## src/rtl/pfb_pkg.sv

```systemverilog
package pfb_pkg;
  localparam int unsigned COST_W = 4;
  localparam int unsigned HALF_W = 16;

  typedef logic [COST_W-1:0] cost_t;
  typedef logic [HALF_W-1:0] half_t;

  // Source of the next wait-counter value
  typedef enum logic [2:0] {
    WL_HOLD,
    WL_DEC,
    WL_NS_REQ,
    WL_NS_NEXT,
    WL_SQ_NEXT,
    WL_SQ_CUR
  } wait_load_e;
endpackage

```

## src/rtl/pfb_cost_lut.sv

```systemverilog
module pfb_cost_lut
  import pfb_pkg::*;
#(
  parameter int unsigned REGIONS = 4,
  localparam int unsigned RB = (REGIONS > 1) ? $clog2(REGIONS) : 1
) (
  input  logic [RB-1:0]             region,
  input  logic [REGIONS*COST_W-1:0] costs,
  output cost_t                     cost
);
  cost_t tbl [REGIONS];

  genvar g;
  generate
    for (g = 0; g < REGIONS; g++) begin : g_tbl
      assign tbl[g] = costs[g*COST_W +: COST_W];
    end
  endgenerate

  // Indices beyond the populated regions fall back to the last entry
  always_comb begin
    if (32'(region) < REGIONS) cost = tbl[region];
    else                       cost = tbl[REGIONS-1];
  end
endmodule

```

## src/rtl/pfb_slot_store.sv

```systemverilog
module pfb_slot_store
  import pfb_pkg::*;
#(
  parameter int unsigned DEPTH = 8,
  localparam int unsigned IDX_W = $clog2(DEPTH)
) (
  input  logic             clk,
  input  logic             wr_en,
  input  logic [IDX_W-1:0] wr_idx,
  input  half_t            wr_data,
  input  logic [IDX_W-1:0] rd_idx,
  output half_t            rd_data
);
  half_t            slot_q [DEPTH];
  logic [DEPTH-1:0] slot_we;

  genvar g;
  generate
    for (g = 0; g < DEPTH; g++) begin : g_we
      assign slot_we[g] = wr_en && (wr_idx == IDX_W'(g));
    end
  endgenerate

  // Data slots carry no reset: a slot is read only after it was written
  always_ff @(posedge clk) begin
    for (int i = 0; i < DEPTH; i++) begin
      if (slot_we[i]) slot_q[i] <= wr_data;
    end
  end

  assign rd_data = slot_q[rd_idx];
endmodule

```

## src/rtl/pfb_ctrl.sv

```systemverilog
module pfb_ctrl
  import pfb_pkg::*;
#(
  parameter int unsigned ADDR_W  = 16,
  parameter int unsigned DEPTH   = 8,
  parameter int unsigned REGIONS = 4,
  localparam int unsigned IDX_W  = $clog2(DEPTH),
  localparam int unsigned RB     = (REGIONS > 1) ? $clog2(REGIONS) : 1,
  localparam int unsigned SPAN   = DEPTH * 2
) (
  input  logic              clk,
  input  logic              rst_n,
  input  logic              pf_en,
  input  logic              dma_busy,
  input  logic              cpu_req,
  input  logic              cpu_other,
  input  logic [ADDR_W-1:0] req_addr,
  input  cost_t             nc_req,
  input  cost_t             nc_nxt,
  input  cost_t             sc_nxt,
  input  cost_t             sc_cur,
  output logic [IDX_W-1:0]  rd_slot,
  output logic [ADDR_W-1:0] ft_ptr,
  output logic [RB-1:0]     nxt_region,
  output logic              fetch_now,
  output logic              cpu_stall
);
  logic [ADDR_W-1:0] rd_q, rd_d, ft_q, ft_d, ft_inc, span;
  logic              rd_en, ft_en, wait_en;
  cost_t             wait_q, wait_d;
  wait_load_e        wl_sel;
  logic              empty, full, resync, run, other_wait, rd_fire;

  // Occupancy from the pointer distance
  assign span   = ft_q - rd_q;
  assign empty  = (span == '0);
  assign full   = (span == ADDR_W'(SPAN));
  assign ft_inc = ft_q + ADDR_W'(2);

  // Request classification
  assign resync     = cpu_req && (req_addr != rd_q);
  assign run        = pf_en && !dma_busy && !full && !resync;
  assign fetch_now  = run && (wait_q <= COST_W'(1));
  assign other_wait = cpu_other && !cpu_req && pf_en && !dma_busy && !full;
  assign rd_fire    = cpu_req && !resync && !empty;
  assign cpu_stall  = (cpu_req && !rd_fire) || (other_wait && !fetch_now);

  // Wait-counter source
  always_comb begin
    if (resync)              wl_sel = WL_NS_REQ;
    else if (fetch_now)      wl_sel = other_wait ? WL_NS_NEXT : WL_SQ_NEXT;
    else if (run)            wl_sel = WL_DEC;
    else if (rd_fire && full) wl_sel = WL_SQ_CUR;
    else                     wl_sel = WL_HOLD;
  end

  always_comb begin
    wait_en = 1'b1;
    case (wl_sel)
      WL_NS_REQ:  wait_d = nc_req;
      WL_NS_NEXT: wait_d = nc_nxt;
      WL_SQ_NEXT: wait_d = sc_nxt;
      WL_SQ_CUR:  wait_d = sc_cur;
      WL_DEC:     wait_d = wait_q - COST_W'(1);
      default: begin
        wait_d  = wait_q;
        wait_en = 1'b0;
      end
    endcase
  end

  // Pointer next state
  always_comb begin
    rd_en = resync || rd_fire;
    rd_d  = resync ? req_addr : rd_q + ADDR_W'(2);
    ft_en = resync || fetch_now;
    ft_d  = resync ? req_addr : ft_inc;
  end

  always_ff @(posedge clk or negedge rst_n) begin
    if (!rst_n) begin
      rd_q   <= '0;
      ft_q   <= '0;
      wait_q <= '0;
    end else begin
      if (rd_en)   rd_q   <= rd_d;
      if (ft_en)   ft_q   <= ft_d;
      if (wait_en) wait_q <= wait_d;
    end
  end

  assign rd_slot    = rd_q[IDX_W:1];
  assign ft_ptr     = ft_q;
  assign nxt_region = ft_inc[ADDR_W-1 -: RB];

  AST_FILL_BOUND: assert property (@(posedge clk) disable iff (!rst_n)
    span <= ADDR_W'(SPAN));
  AST_RESYNC_PTRS: assert property (@(posedge clk) disable iff (!rst_n)
    resync |=> (rd_q == $past(req_addr)) && (ft_q == rd_q));
  AST_FETCH_ADVANCE: assert property (@(posedge clk) disable iff (!rst_n)
    fetch_now |=> ft_q == $past(ft_q) + ADDR_W'(2));
  AST_READ_ADVANCE: assert property (@(posedge clk) disable iff (!rst_n)
    rd_fire |=> rd_q == $past(rd_q) + ADDR_W'(2));
  AST_READ_NOT_EMPTY: assert property (@(posedge clk) disable iff (!rst_n)
    (cpu_req && !cpu_stall) |-> (ft_q != rd_q));
  AST_SEQ_RELOAD: assert property (@(posedge clk) disable iff (!rst_n)
    (fetch_now && !cpu_other) |=> wait_q == $past(sc_nxt));
  AST_OTHER_RELOAD: assert property (@(posedge clk) disable iff (!rst_n)
    (cpu_other && !cpu_req && !cpu_stall && fetch_now) |=> wait_q == $past(nc_nxt));
endmodule

```

## src/rtl/cart_prefetch_buf.sv

```systemverilog
module cart_prefetch_buf
  import pfb_pkg::*;
#(
  parameter int unsigned ADDR_W  = 16,
  parameter int unsigned REGIONS = 4,
  parameter int unsigned DEPTH   = 8,
  localparam int unsigned IDX_W  = $clog2(DEPTH),
  localparam int unsigned RB     = (REGIONS > 1) ? $clog2(REGIONS) : 1
) (
  input  logic                      clk,
  input  logic                      rst_n,
  input  logic                      pf_en,
  input  logic                      dma_busy,
  input  logic                      cpu_req,
  input  logic                      cpu_other,
  input  logic [ADDR_W-1:0]         cpu_addr,
  output logic [HALF_W-1:0]         cpu_rdata,
  output logic                      cpu_stall,
  output logic [ADDR_W-1:0]         cart_addr,
  output logic                      cart_rd,
  input  logic [HALF_W-1:0]         cart_rdata,
  input  logic [REGIONS*COST_W-1:0] ncost,
  input  logic [REGIONS*COST_W-1:0] scost
);
  logic [1:0]        rst_pipe;
  logic              rst_int_n;
  logic [ADDR_W-1:0] req_addr, ft_ptr;
  logic [IDX_W-1:0]  rd_slot;
  logic [RB-1:0]     nxt_region;
  logic              fetch_now;
  cost_t             nc_req, nc_nxt, sc_nxt, sc_cur;

  // Reset asserts at once, releases on the second clock
  always_ff @(posedge clk or negedge rst_n) begin
    if (!rst_n) rst_pipe <= 2'b00;
    else        rst_pipe <= {rst_pipe[0], 1'b1};
  end
  assign rst_int_n = rst_pipe[1];

  assign req_addr = {cpu_addr[ADDR_W-1:1], 1'b0};

  pfb_cost_lut #(.REGIONS(REGIONS)) u_nc_req (
    .region(cpu_addr[ADDR_W-1 -: RB]), .costs(ncost), .cost(nc_req));
  pfb_cost_lut #(.REGIONS(REGIONS)) u_nc_nxt (
    .region(nxt_region), .costs(ncost), .cost(nc_nxt));
  pfb_cost_lut #(.REGIONS(REGIONS)) u_sc_nxt (
    .region(nxt_region), .costs(scost), .cost(sc_nxt));
  pfb_cost_lut #(.REGIONS(REGIONS)) u_sc_cur (
    .region(ft_ptr[ADDR_W-1 -: RB]), .costs(scost), .cost(sc_cur));

  pfb_ctrl #(.ADDR_W(ADDR_W), .DEPTH(DEPTH), .REGIONS(REGIONS)) u_ctrl (
    .clk        (clk),
    .rst_n      (rst_int_n),
    .pf_en      (pf_en),
    .dma_busy   (dma_busy),
    .cpu_req    (cpu_req),
    .cpu_other  (cpu_other),
    .req_addr   (req_addr),
    .nc_req     (nc_req),
    .nc_nxt     (nc_nxt),
    .sc_nxt     (sc_nxt),
    .sc_cur     (sc_cur),
    .rd_slot    (rd_slot),
    .ft_ptr     (ft_ptr),
    .nxt_region (nxt_region),
    .fetch_now  (fetch_now),
    .cpu_stall  (cpu_stall)
  );

  pfb_slot_store #(.DEPTH(DEPTH)) u_store (
    .clk     (clk),
    .wr_en   (fetch_now),
    .wr_idx  (ft_ptr[IDX_W:1]),
    .wr_data (cart_rdata),
    .rd_idx  (rd_slot),
    .rd_data (cpu_rdata)
  );

  assign cart_addr = ft_ptr;
  assign cart_rd   = fetch_now;

  AST_FROZEN_NO_STROBE: assert property (@(posedge clk) disable iff (!rst_int_n)
    (!pf_en || dma_busy) |-> !cart_rd);
  AST_STROBE_ALIGNED: assert property (@(posedge clk) disable iff (!rst_int_n)
    cart_rd |-> !cart_addr[0]);
  AST_REQ_ALIGNED: assert property (@(posedge clk) disable iff (!rst_int_n)
    cpu_req |-> !cpu_addr[0]);
endmodule

```

## config.mk

```make
export PLATFORM = sky130hd
export DESIGN_NAME = cart_prefetch_buf
export DESIGN_NICKNAME = d
export VERILOG_FILES = /design/src/rtl/pfb_pkg.sv /design/src/rtl/pfb_cost_lut.sv /design/src/rtl/pfb_slot_store.sv /design/src/rtl/pfb_ctrl.sv /design/src/rtl/cart_prefetch_buf.sv
export SDC_FILE = /design/constraint.sdc
export NUM_CORES = 1
export LEC_CHECK = 0
export BUFFER_PORTS_ARGS = -buffer_cell sky130_fd_sc_hd__buf_2
export CAP_MARGIN = 15
export CORE_MARGIN = 1
export CORE_UTILIZATION = 50
export CTS_BUF_LIST = sky130_fd_sc_hd__clkbuf_8
export CTS_CLUSTER_SIZE = 20
export DETAILED_ROUTE_END_ITERATION = 12
export MAX_ROUTING_LAYER = met4
export PLACE_DENSITY = 0.7
export SYNTH_ARGS = -nofsm -noshare
export SYNTH_HDL_FRONTEND = slang
export SYNTH_SLANG_ARGS = --single-unit
```

## constraint.sdc

```tcl
create_clock -name clk -period 9.7 [get_ports clk]
set_clock_uncertainty 0.2 [all_clocks]
set_input_delay 0.485 -clock clk [delete_from_list [all_inputs] [get_ports clk]]
set_output_delay 0.485 -clock clk [all_outputs]
set_load 0.03 [all_outputs]
```

# After elaboration in Yosys (flattened, before gate mapping)
# Memory sizes are Yosys's and may differ from the RTL's.
# Index checks and enable logic that the tools add are counted.
dict set report classes {
  n_addsub 4
  order_cmp 4
  n_eq_ne 14
  div_mod_pow 0
  shift 0
  reduce_logical 44
  bitwise 3
  mul 0
  muxes 58
}
# op n
set ops {}
lappend ops {{$mux W16} 9}
lappend ops {{$reduce_or A16 Y1} 7}
lappend ops {{$mux W3} 12}
lappend ops {{$add A16 B2 Y16 const B} 2}
lappend ops {{$bmux W4 S2} 4}
lappend ops {{$mux W4} 8}
lappend ops {{$mux W1} 24}
lappend ops {{$logic_and A1 B1 Y1} 22}
lappend ops {{$pmux W4 S5} 1}
lappend ops {{$eq A3 B3 Y1 const B} 6}
lappend ops {{$eq A16 B5 Y1 const B} 1}
lappend ops {{$logic_not A16 Y1} 1}
lappend ops {{$ne A16 B16 Y1} 1}
lappend ops {{$sub A16 B16 Y16} 1}
lappend ops {{$eq A3 B2 Y1 const B} 4}
lappend ops {{$ge A3 B3 Y1 const B} 3}
lappend ops {{$not A2 Y3} 3}
lappend ops {{$logic_not A1 Y1} 7}
lappend ops {{$eq A3 B1 Y1 const B} 2}
lappend ops {{$reduce_bool A5 Y1} 1}
lappend ops {{$reduce_or A5 Y1} 1}
lappend ops {{$le A4 B1 Y1 const B} 1}
lappend ops {{$sub A4 B1 Y4 const B} 1}
lappend ops {{$logic_not A3 Y1} 1}
lappend ops {{2 further kinds} 4}
dict set report totals {
  latchBits 0
  in_bits 70
  reg_bits 38
  mem_bits_ro 0
  memories 1
  wordCells 132
  mem_bits_rw 128
  out_inout_bits 34
}
# name depth width read_ports rd_ports_with_merged_regs write_ports line_no
set mem_list {}
lappend mem_list {u_store.slot_q 8 16 1 0 1 pfb_slot_store.sv:14} ;# half_t slot_q [DEPTH];

# Longest topological paths before layout
# Gate-level depths: netlist of run 1.
dict set report logic_depth {
  depth_word 17
  mapped_depth 15
  mapped_depth_nobuf 11
}

# Hierarchy
# From an unflattened synthesis of run 1, not the netlist that was laid out.
dict set report unflattened {
  hier_cells 662
  hier_area_um2 9024.9
}
# module cells_per_inst n_inst seq_area_each_um2 area_each_um2
set by_module_without_submodules {}
lappend by_module_without_submodules {pfb_slot_store 198 1 3843.7 4973.5}
lappend by_module_without_submodules {pfb_ctrl 444 1 875.8 3573.4}
lappend by_module_without_submodules {pfb_cost_lut 4 4 0.0 105.1}
lappend by_module_without_submodules {cart_prefetch_buf 4 1 50.0 57.6}

# Worst setup path before layout of run 1
# Ideal clock, no wire load.
dict set report synth_timing {
  kind {register to register}
  from {register u_ctrl.rd_q[3]}
  to {memory u_store.slot_q[0][0] (netlist bit), enable pin}
  path_buffers 4
  required_time_ns 9.126
  setup_slack_ns 5.375
  synth_period_minus_slack_ns 4.325
  arrival_ns 3.752
  path_stages_with_launch 16
  setup_time_ns 0.374
  path_cell_list {dfrtp_1 -> clkbuf_1 -> inv_1 -> clkbuf_1 -> buf_1 -> ha_1 -> o211ai_1 -> o21ai_2 -> a311oi_2 -> nor2_1 -> o221a_2 -> nand4_4 -> o21ai_4 -> buf_4 -> nor2_2 -> and3_1}
}
dict set report synth_via {
  elab_cells_between_ends 54
  cone_classes {add/sub: 1; eq/ne: 2; mux: 30; reduce/logical: 21}
}
# element line_no
set synth_rtl {}
lappend synth_rtl {{start, declared} pfb_ctrl.sv:28} ;# logic [ADDR_W-1:0] rd_q, rd_d, ft_q, ft_d, ft_inc, span;
lappend synth_rtl {{start signal, assigned} pfb_ctrl.sv:86} ;# if (rd_en) rd_q <= rd_d;
lappend synth_rtl {{$sub A16 B16 Y16} pfb_ctrl.sv:35} ;# assign span = ft_q - rd_q;
lappend synth_rtl {{$eq A16 B5 Y1} pfb_ctrl.sv:37} ;# assign full = (span == ADDR_W'(SPAN));
lappend synth_rtl {{$logic_not A1 Y1} pfb_ctrl.sv:42} ;# assign run = pf_en && !dma_busy && !full && !resync;
lappend synth_rtl {{$logic_and A1 B1 Y1} pfb_ctrl.sv:42}
lappend synth_rtl {{$logic_and A1 B1 Y1 (*)} pfb_ctrl.sv:42}
lappend synth_rtl {{$logic_and A1 B1 Y1 (*)} pfb_ctrl.sv:43} ;# assign fetch_now = run && (wait_q <= COST_W'(1));
lappend synth_rtl {{via cart_rd} cart_prefetch_buf.sv:20} ;# output logic cart_rd,
lappend synth_rtl {{$logic_and A1 B1 Y1 (*)} pfb_slot_store.sv:20} ;# assign slot_we[g] = wr_en && (wr_idx == IDX_W'(g));
lappend synth_rtl {{via u_store.slot_we[0]} pfb_slot_store.sv:15} ;# logic [DEPTH-1:0] slot_we;
lappend synth_rtl {{$mux W1 (*)} pfb_slot_store.sv:27} ;# if (slot_we[i]) slot_q[i] <= wr_data;
lappend synth_rtl {{$mux W1 (implied by the code) (*)} pfb_slot_store.sv:27}
lappend synth_rtl {{$mux W1 (no source line) (*) (7 in series)} --}
lappend synth_rtl {{end, declared} pfb_slot_store.sv:14}
# Mark *: on every way through the listed nets, which the timed path passes. The rest lies on a longest branch.

# Worst setup path in the final report of run 1
dict set report layout_timing {
  from {register u_ctrl.rd_q[2]}
  to {output port cart_rd}
}
dict set report layout_via {
  elab_chain_cells 6
  elab_cells_between_ends 9
  cone_classes {add/sub: 1; eq/ne: 2; reduce/logical: 6}
}
# element line_no
set layout_rtl {}
lappend layout_rtl {{$sub A16 B16 Y16} pfb_ctrl.sv:35}
lappend layout_rtl {{$eq A16 B5 Y1} pfb_ctrl.sv:37}
lappend layout_rtl {{$logic_not A1 Y1} pfb_ctrl.sv:42}
lappend layout_rtl {{$logic_and A1 B1 Y1} pfb_ctrl.sv:42}
lappend layout_rtl {{$logic_and A1 B1 Y1 (*)} pfb_ctrl.sv:42}
lappend layout_rtl {{$logic_and A1 B1 Y1 (*)} pfb_ctrl.sv:43}
lappend layout_rtl {{end, declared} cart_prefetch_buf.sv:20}
# Mark *: on every way between the ends. The rest lies on a longest branch, timed or not.

==> impl_metrics.toml, run 1 <==
[cts]
cts-hold-fix-buffers = 1
clock_latency_ns = 0.45
cts_tree = "yes"
htreeDepth = 4
cts_buffer_depth = 2
clk_pin_slew_worst_paths_ns = 0.09
cts_sinks = 164
cts_made_buffers = 17
ctsResizeCount = 0
ctsRootBufferMaster = "clkbuf_8"
post_cts_buffers = 0

[pwr]
vdd_drop_max_uv = 189
p_leak_nw = 3.64
powerDensity_mw_per_mm2 = 166
total_power_w = 0.00162

[global_route]
grt_overflow = 0
grt_max_degree = 37
grt_pass1_vias = 6206
antenna_found_initial = 0
track_usage_pct = 24.7
grt_pass1_wl_mm = 32.4

[synth]
syn-num-nets = 767
synth_warnings = 0
synthDistinctLibCells = 70
syn-cell-area_mm2 = 0.00869
syn_avg_cell_area_um2 = 12.9
synthCells = 673
synthArstFlopShare_pct = 22.0
yosys_register_bits = 164
synth_ff_type = "edfxtp_1"
synth-edff-count = 128
seq_area_frac_synth_pct = 54.6

[die]
die_y_um = 134
dieArea_mm2 = 0.0179
placementRows = 47
die_x_um = 134
ios = 104
start_util_pct = 51.8
core_area_mm2 = 0.0168

[cells_and_area]
nets = 861
antennaDiodeCount = 0
drive_above_1_share_pct = 26.4
syn_to_final_growth_pct = 12.1

[timing]
setup-violations-final = 0
max_freq_ghz = 0.207
slew_headroom_pct = 26.4
rsz0062_at_grt = "false"
min_period_ns = 4.84
worst_slew_pin_slew_ns = 1.10
finalHoldViolCount = 0
drv_slew = 0
hold_ws_ns = 0.0849
tns_ns = 0
finalCritPeriodShare_pct = 49.9

[route]
ant_nets = 0
num_vias = 6104
drc = 0
wl_per_cell_um = 20.5
drt_iter0_drc = 384
viasPerCell = 6.10
drt_first_pass_iters = 5
drt-total-wl_mm = 20.5

[setup_path]
crit_required_ns = 9.02
rrSetupSlack_ns = 4.99
cp_max_fo = 36
crit_arrival_ns = 4.15
endpoint_kind = "output port"
start_kind = "flip-flop"
path_class = "reg -> out"

[placed_design]
io_buffer_count = 101
hpwlAfterDp_mm = 13.9
place_congestion = 0.899

[run]
cap_viol_max_count = 0

[outcome]
outcome = "completed"

[min_path]
hold_path_class = "reg -> async"
## through the flow
step | cells | area, um^2 | worst slack, ns | utilization, %
2_1_floorplan | 673 | 8690 | 5.37 | -
3_3_place_gp | 967 | 9340 | 5.14 | 55.7
3_5_place_dp | 967 | 9340 | 5.02 | 55.7
4_1_cts | 1000 | 9740 | 4.82 | 58.1
5_1_grt | 1000 | 9740 | 4.61 | 58.1
6_report | 1000 | 9740 | 4.86 | 58.1
## cells in the mapped netlist (all sizes together), types with 7 or more instances
cell type	instances	share of area, %
a21o	7	0.62
a31oi	19	1.4
ha	24	3.5
nand3	15	0.86
o21ai	25	1.7
and3	7	0.50
or4	9	0.78
dfrtp	36	10
inv	28	1.2
buf	22	1.6
or3	16	1.2
nor2	36	1.6
xnor2	27	2.7
nand4	13	1.1
clkbuf	13	0.56
a21oi	22	1.3
nor3	12	0.88
nand2	74	3.3
mux2i	11	1.3
edfxtp	128	44
a211oi	10	0.92
mux4	44	12
## placed cells by master (no fill, tap or decap), drive strengths merged, types with 9 or more instances in the layout
| cell | instances |
|---|---|
| a211oi | 10 |
| a21oi | 22 |
| a31oi | 19 |
| buf | 109 |
| clkbuf | 17 |
| dfrtp | 36 |
| edfxtp | 128 |
| ha | 24 |
| inv | 35 |
| mux2i | 11 |
| mux4 | 44 |
| nand2 | 74 |
| nand3 | 15 |
| nand4 | 13 |
| nor2 | 36 |
| nor3 | 12 |
| o21ai | 25 |
| or3 | 16 |
| or4 | 9 |
| xnor2 | 27 |
## worst max-delay path: stages (launching register included)
cell and delay (ns):
dfrtp_1 0.33, buf_4 0.45, inv_1 0.17, ha_1 0.36, o211ai_1 0.22, o21ai_2 0.13, a31o_2 0.29, nor4_1 0.23
o221a_2 0.28, nand4_4 0.19, o21ai_4 0.62, nor2_2 0.17, buf_2 0.24
## power breakdown
part           internal [W]  switching, W  total, W  leakage (nW)
clock              0.000232      0.000256  0.000488         0.207
sequential         0.000772     0.0000253  0.000797          1.56
combinational      0.000131      0.000200  0.000332          1.88
## per-layer routing
metal,share of wire (%),vias to the layer above,GRT usage (%)
met1,42,3057,30.5
met2,50,218,40.3
li1,-,2786,-
met5,0,-,-
met4,2.8,0,11.0
met3,4.7,43,3.70
## flip-flops by register name, summed over array words and instances, names as in the netlist
signal	count
u_ctrl.wait_q	4
u_store.slot_q	128
u_ctrl.ft_ptr	15
rst_pipe	2
u_ctrl.rd_q	15
## area by class of cell
type	instances	area, um^2
Fill cell	1368	7020
Sequential cell	164	4750
Multi-Input combinational cell	446	3650
Timing Repair Buffer	110	576
Tap cell	220	275
Clock buffer	17	234
Clock inverter	15	154
Inverter	28	105
## worst paths after layout
path                                      from                    to  cells past startpoint
worst max-delay path            u_ctrl.rd_q[2]               cart_rd                     12
worst min-delay path               rst_pipe[1]      u_ctrl.wait_q[0]                      1
worst max register to register  u_ctrl.rd_q[2]  u_store.slot_q[2][9]                     12
worst min register to register     rst_pipe[1]      u_ctrl.wait_q[0]                      1
max in group asynchronous          rst_pipe[1]        u_ctrl.rd_q[1]                      1
min in group clk                 cart_rdata[6]  u_store.slot_q[0][6]                      1
## cell families after synthesis
logic type / share of synthesized area, %
xor gates and xnor gates: 3.21
adders and majority gates: 3.46
other: 0.0864
and+or+nand+nor: 12.5
muxes: 12.8
buffers and inverters: 3.38
AOI/OAI and AO/OA: 9.95
DFF: 54.6
No activity file was read; power rests on OpenSTA's default activity.
==> run 2, diff against run 1 <==
- ABC_AREA: not set -> 1
- clock period: 9.7 -> 4.5 ns (I/O delays scaled with it)
==> run 2 against run 1 <==
Against the previous run: clock power up 120%; utilization up 1.2 points; die area up 5.9%; global-route usage up 0.61 points; wire length up 9.7%; clock-buffer cell count unchanged; largest power group unchanged; hold slack worse by 0.017 ns; highest routed layer unchanged; sequential power up 120%; via count up 24%; sequential cell count unchanged; critical path depth up 1; area after synthesis up 6.0%.
==> impl_metrics.toml, run 2 <==
[route]
num_vias = 7539
drt_first_pass_iters = 7
drt_iter0_drc = 533
drc = 0
viasPerCell = 5.39
ant_nets = 0
drt-total-wl_mm = 22.4
wl_per_cell_um = 16.0

[timing]
min_period_ns = 3.86
max_freq_ghz = 0.259
finalCritPeriodShare_pct = 85.7
tns_ns = 0
slew_headroom_pct = 53.3
finalHoldViolCount = 0
setup_slack_ns = 0.645
setup-violations-final = 0
rsz0062_at_grt = "false"
worst_slew_pin_slew_ns = 0.700
drv_slew = 0

[die]
die_x_um = 138
dieArea_mm2 = 0.0190
ios = 104
core_area_mm2 = 0.0180
start_util_pct = 51.1
placementRows = 49
die_y_um = 138

[synth]
synth_warnings = 0
yosys.area.top_type = "edfxtp_1"
synth-edff-count = 128
synth_area_leaders = "edfxtp_1, dfrtp_1, nor2_1"
synthArstFlopShare_pct = 22.0
syn_avg_cell_area_um2 = 8.96
synth.most_common_cell = "nor2_1"
synth_ff_type = "edfxtp_1"
synthDistinctLibCells = 46
synth_top_cells_by_count = "nor2_1, nand2_1, edfxtp_1"
yosys_register_bits = 164
seq_area_frac_synth_pct = 51.5
syn-num-nets = 1122
yosysTopAreaCellShare_pct = 41.7
syn-cell-area_mm2 = 0.00921
synthCells = 1028

[global_route]
antenna_found_initial = 0
grt_max_degree = 67
grt_overflow = 0
track_usage_pct = 25.3
grt_pass1_wl_mm = 34.9
grt_pass1_vias = 6999

[setup_path]
path_class = "reg -> out"
critPathCapture = "cpu_stall"
crit-reg2reg-launch = "u_ctrl.ft_ptr[1]"
r2r_cells = 14
start_kind = "flip-flop"
endpoint_kind = "output port"
crit_arrival_ns = 3.43
startpoint = "u_ctrl.ft_ptr[1]"
cpPeakStageDelay_ns = 0.52
rrSetupSlack_ns = 0.94
crit_chain = "inv_1 -> ha_1 -> nand2_2 -> nand3b_4 -> xor2_1 -> nor3_1 -> nand3_1 -> nor2_2 -> nand3_4 -> nand4_4 -> inv_2 -> o22ai_1 -> buf_2"
cp_max_fo = 11
slowest_stage = "dfrtp_1"
crit_required_ns = 4.07
r2r-end = "u_store.slot_q[5][0]"

[cells_and_area]
final_util_pct = 59.3
syn_to_final_growth_pct = 16.1
nets = 1252
drive_above_1_share_pct = 18.5
largest_register_ff_count = 128
antennaDiodeCount = 0
top_register = "u_store.slot_q"
final_design_area_no_fill_mm2 = 0.0107
final_cell_mix = "nor2_1, nand2_1, edfxtp_1, buf_2, o21ai_0"

[cts]
cts_sinks = 164
cts_made_buffers = 17
clk_pin_slew_worst_paths_ns = 0.11
htreeDepth = 4
cts_tree = "yes"
clock_latency_ns = 0.47
cts_buffer_depth = 2
ctsRootBufferMaster = "clkbuf_8"

[pwr]
switching_share_pct = 34.5
total_power_w = 0.00375
vdd_drop_max_uv = 217
p_switching_w = 0.00129
powerDensity_mw_per_mm2 = 351
pwr-share-seq_pct = 46.1
power_frac_comb_pct = 24.9
p_leak_nw = 4.42
clkPwrFrac_pct = 29.0
p_int_w = 0.00246

[min_path]
hold_path_class = "in -> reg"

[placed_design]
dpl_worst_slack_ns = 0.972
dpl_cell_area_mm2 = 0.00997
hpwlAfterDp_mm = 14.5
place_congestion = 0.911
io_buffer_count = 101

[outcome]
outcome = "completed"

[run]
cap_viol_max_count = 0
==> run 2: final cells by class <==
class,count,area (um^2)
Fill cell,1561,7340
Sequential cell,164,4750
Multi-Input combinational cell,716,3890
Timing Repair Buffer,152,971
Inverter,107,402
Tap cell,229,287
Clock buffer,17,234
Clock inverter,14,158
==> run 2: critical path: cells and delay by family, from the launching register on <==
kind                       cells  cell delay (ns)
AOI/OAI and AO/OA              1             0.19
xor gates and xnor gates       1             0.16
adders and majority gates      1             0.35
buffers and inverters          3             0.60
DFF                            1             0.52
and+or+nand+nor                7             1.13
==> run 2: power groups by stage <==
stage	Combinational [W]	Sequential, W	Clock [W]
2_1_floorplan	0.000645	0.00178	0
3_3_place_gp	0.000892	0.00176	0
3_5_place_dp	0.000903	0.00176	0
4_1_cts	0.000931	0.00173	0.00110
5_1_grt	0.00105	0.00173	0.00116
6_report	0.000936	0.00173	0.00109
==> run 2: cells by family (layout without fill, tap and decap cells) <==
group	count (synthesis)	count (layout)	share of synthesized area, %
buffers and inverters	148	290	6.58
other	2	2	0.0816
DFF	164	164	51.5
adders and majority gates	24	24	3.26
and+or+nand+nor	460	460	22.2
xor gates and xnor gates	42	42	3.99
AOI/OAI and AO/OA	188	188	12.3
==> run 2: repair_timing <==
action | in CTS | in global routing
endpoints found under the hold margin | 160 | 0
hold buffers | 33 | 0
setup buffers | 0 | 0
resized for setup | 0 | 0
==> run 2: worst min-delay path by stage <==
| stage | start | to | slack (ns) | cells past startpoint |
|---|---|---|---|---|
| detailed placement | rst_n | rst_pipe[0] | -0.18 | 1 |
| finish | ncost[0] | u_ctrl.wait_q[0] | 0.07 | 7 |
| global route | ncost[0] | u_ctrl.wait_q[0] | 0.11 | 7 |
| floorplan | rst_n | rst_pipe[0] | -0.27 | 0 |
| CTS | ncost[0] | u_ctrl.wait_q[0] | 0.05 | 7 |
| global placement | rst_n | rst_pipe[0] | -0.18 | 1 |
==> run 2: routing by layer <==
metal  global-route usage, %  vias up  wire, um
li1                        -     3759         -
met1                    34.0     3541     10400
met2                    39.8      212     10800
met3                    3.97       27       988
met4                    6.82        0       300
met5                       -        -         0
==> run 2: per-stage QoR <==
stage	instances	hold WS, ns
2_1_floorplan	1028	-0.271
3_3_place_gp	1335	-0.183
3_5_place_dp	1335	-0.182
4_1_cts	1399	0.0526
5_1_grt	1399	0.113
6_report	1399	0.0678
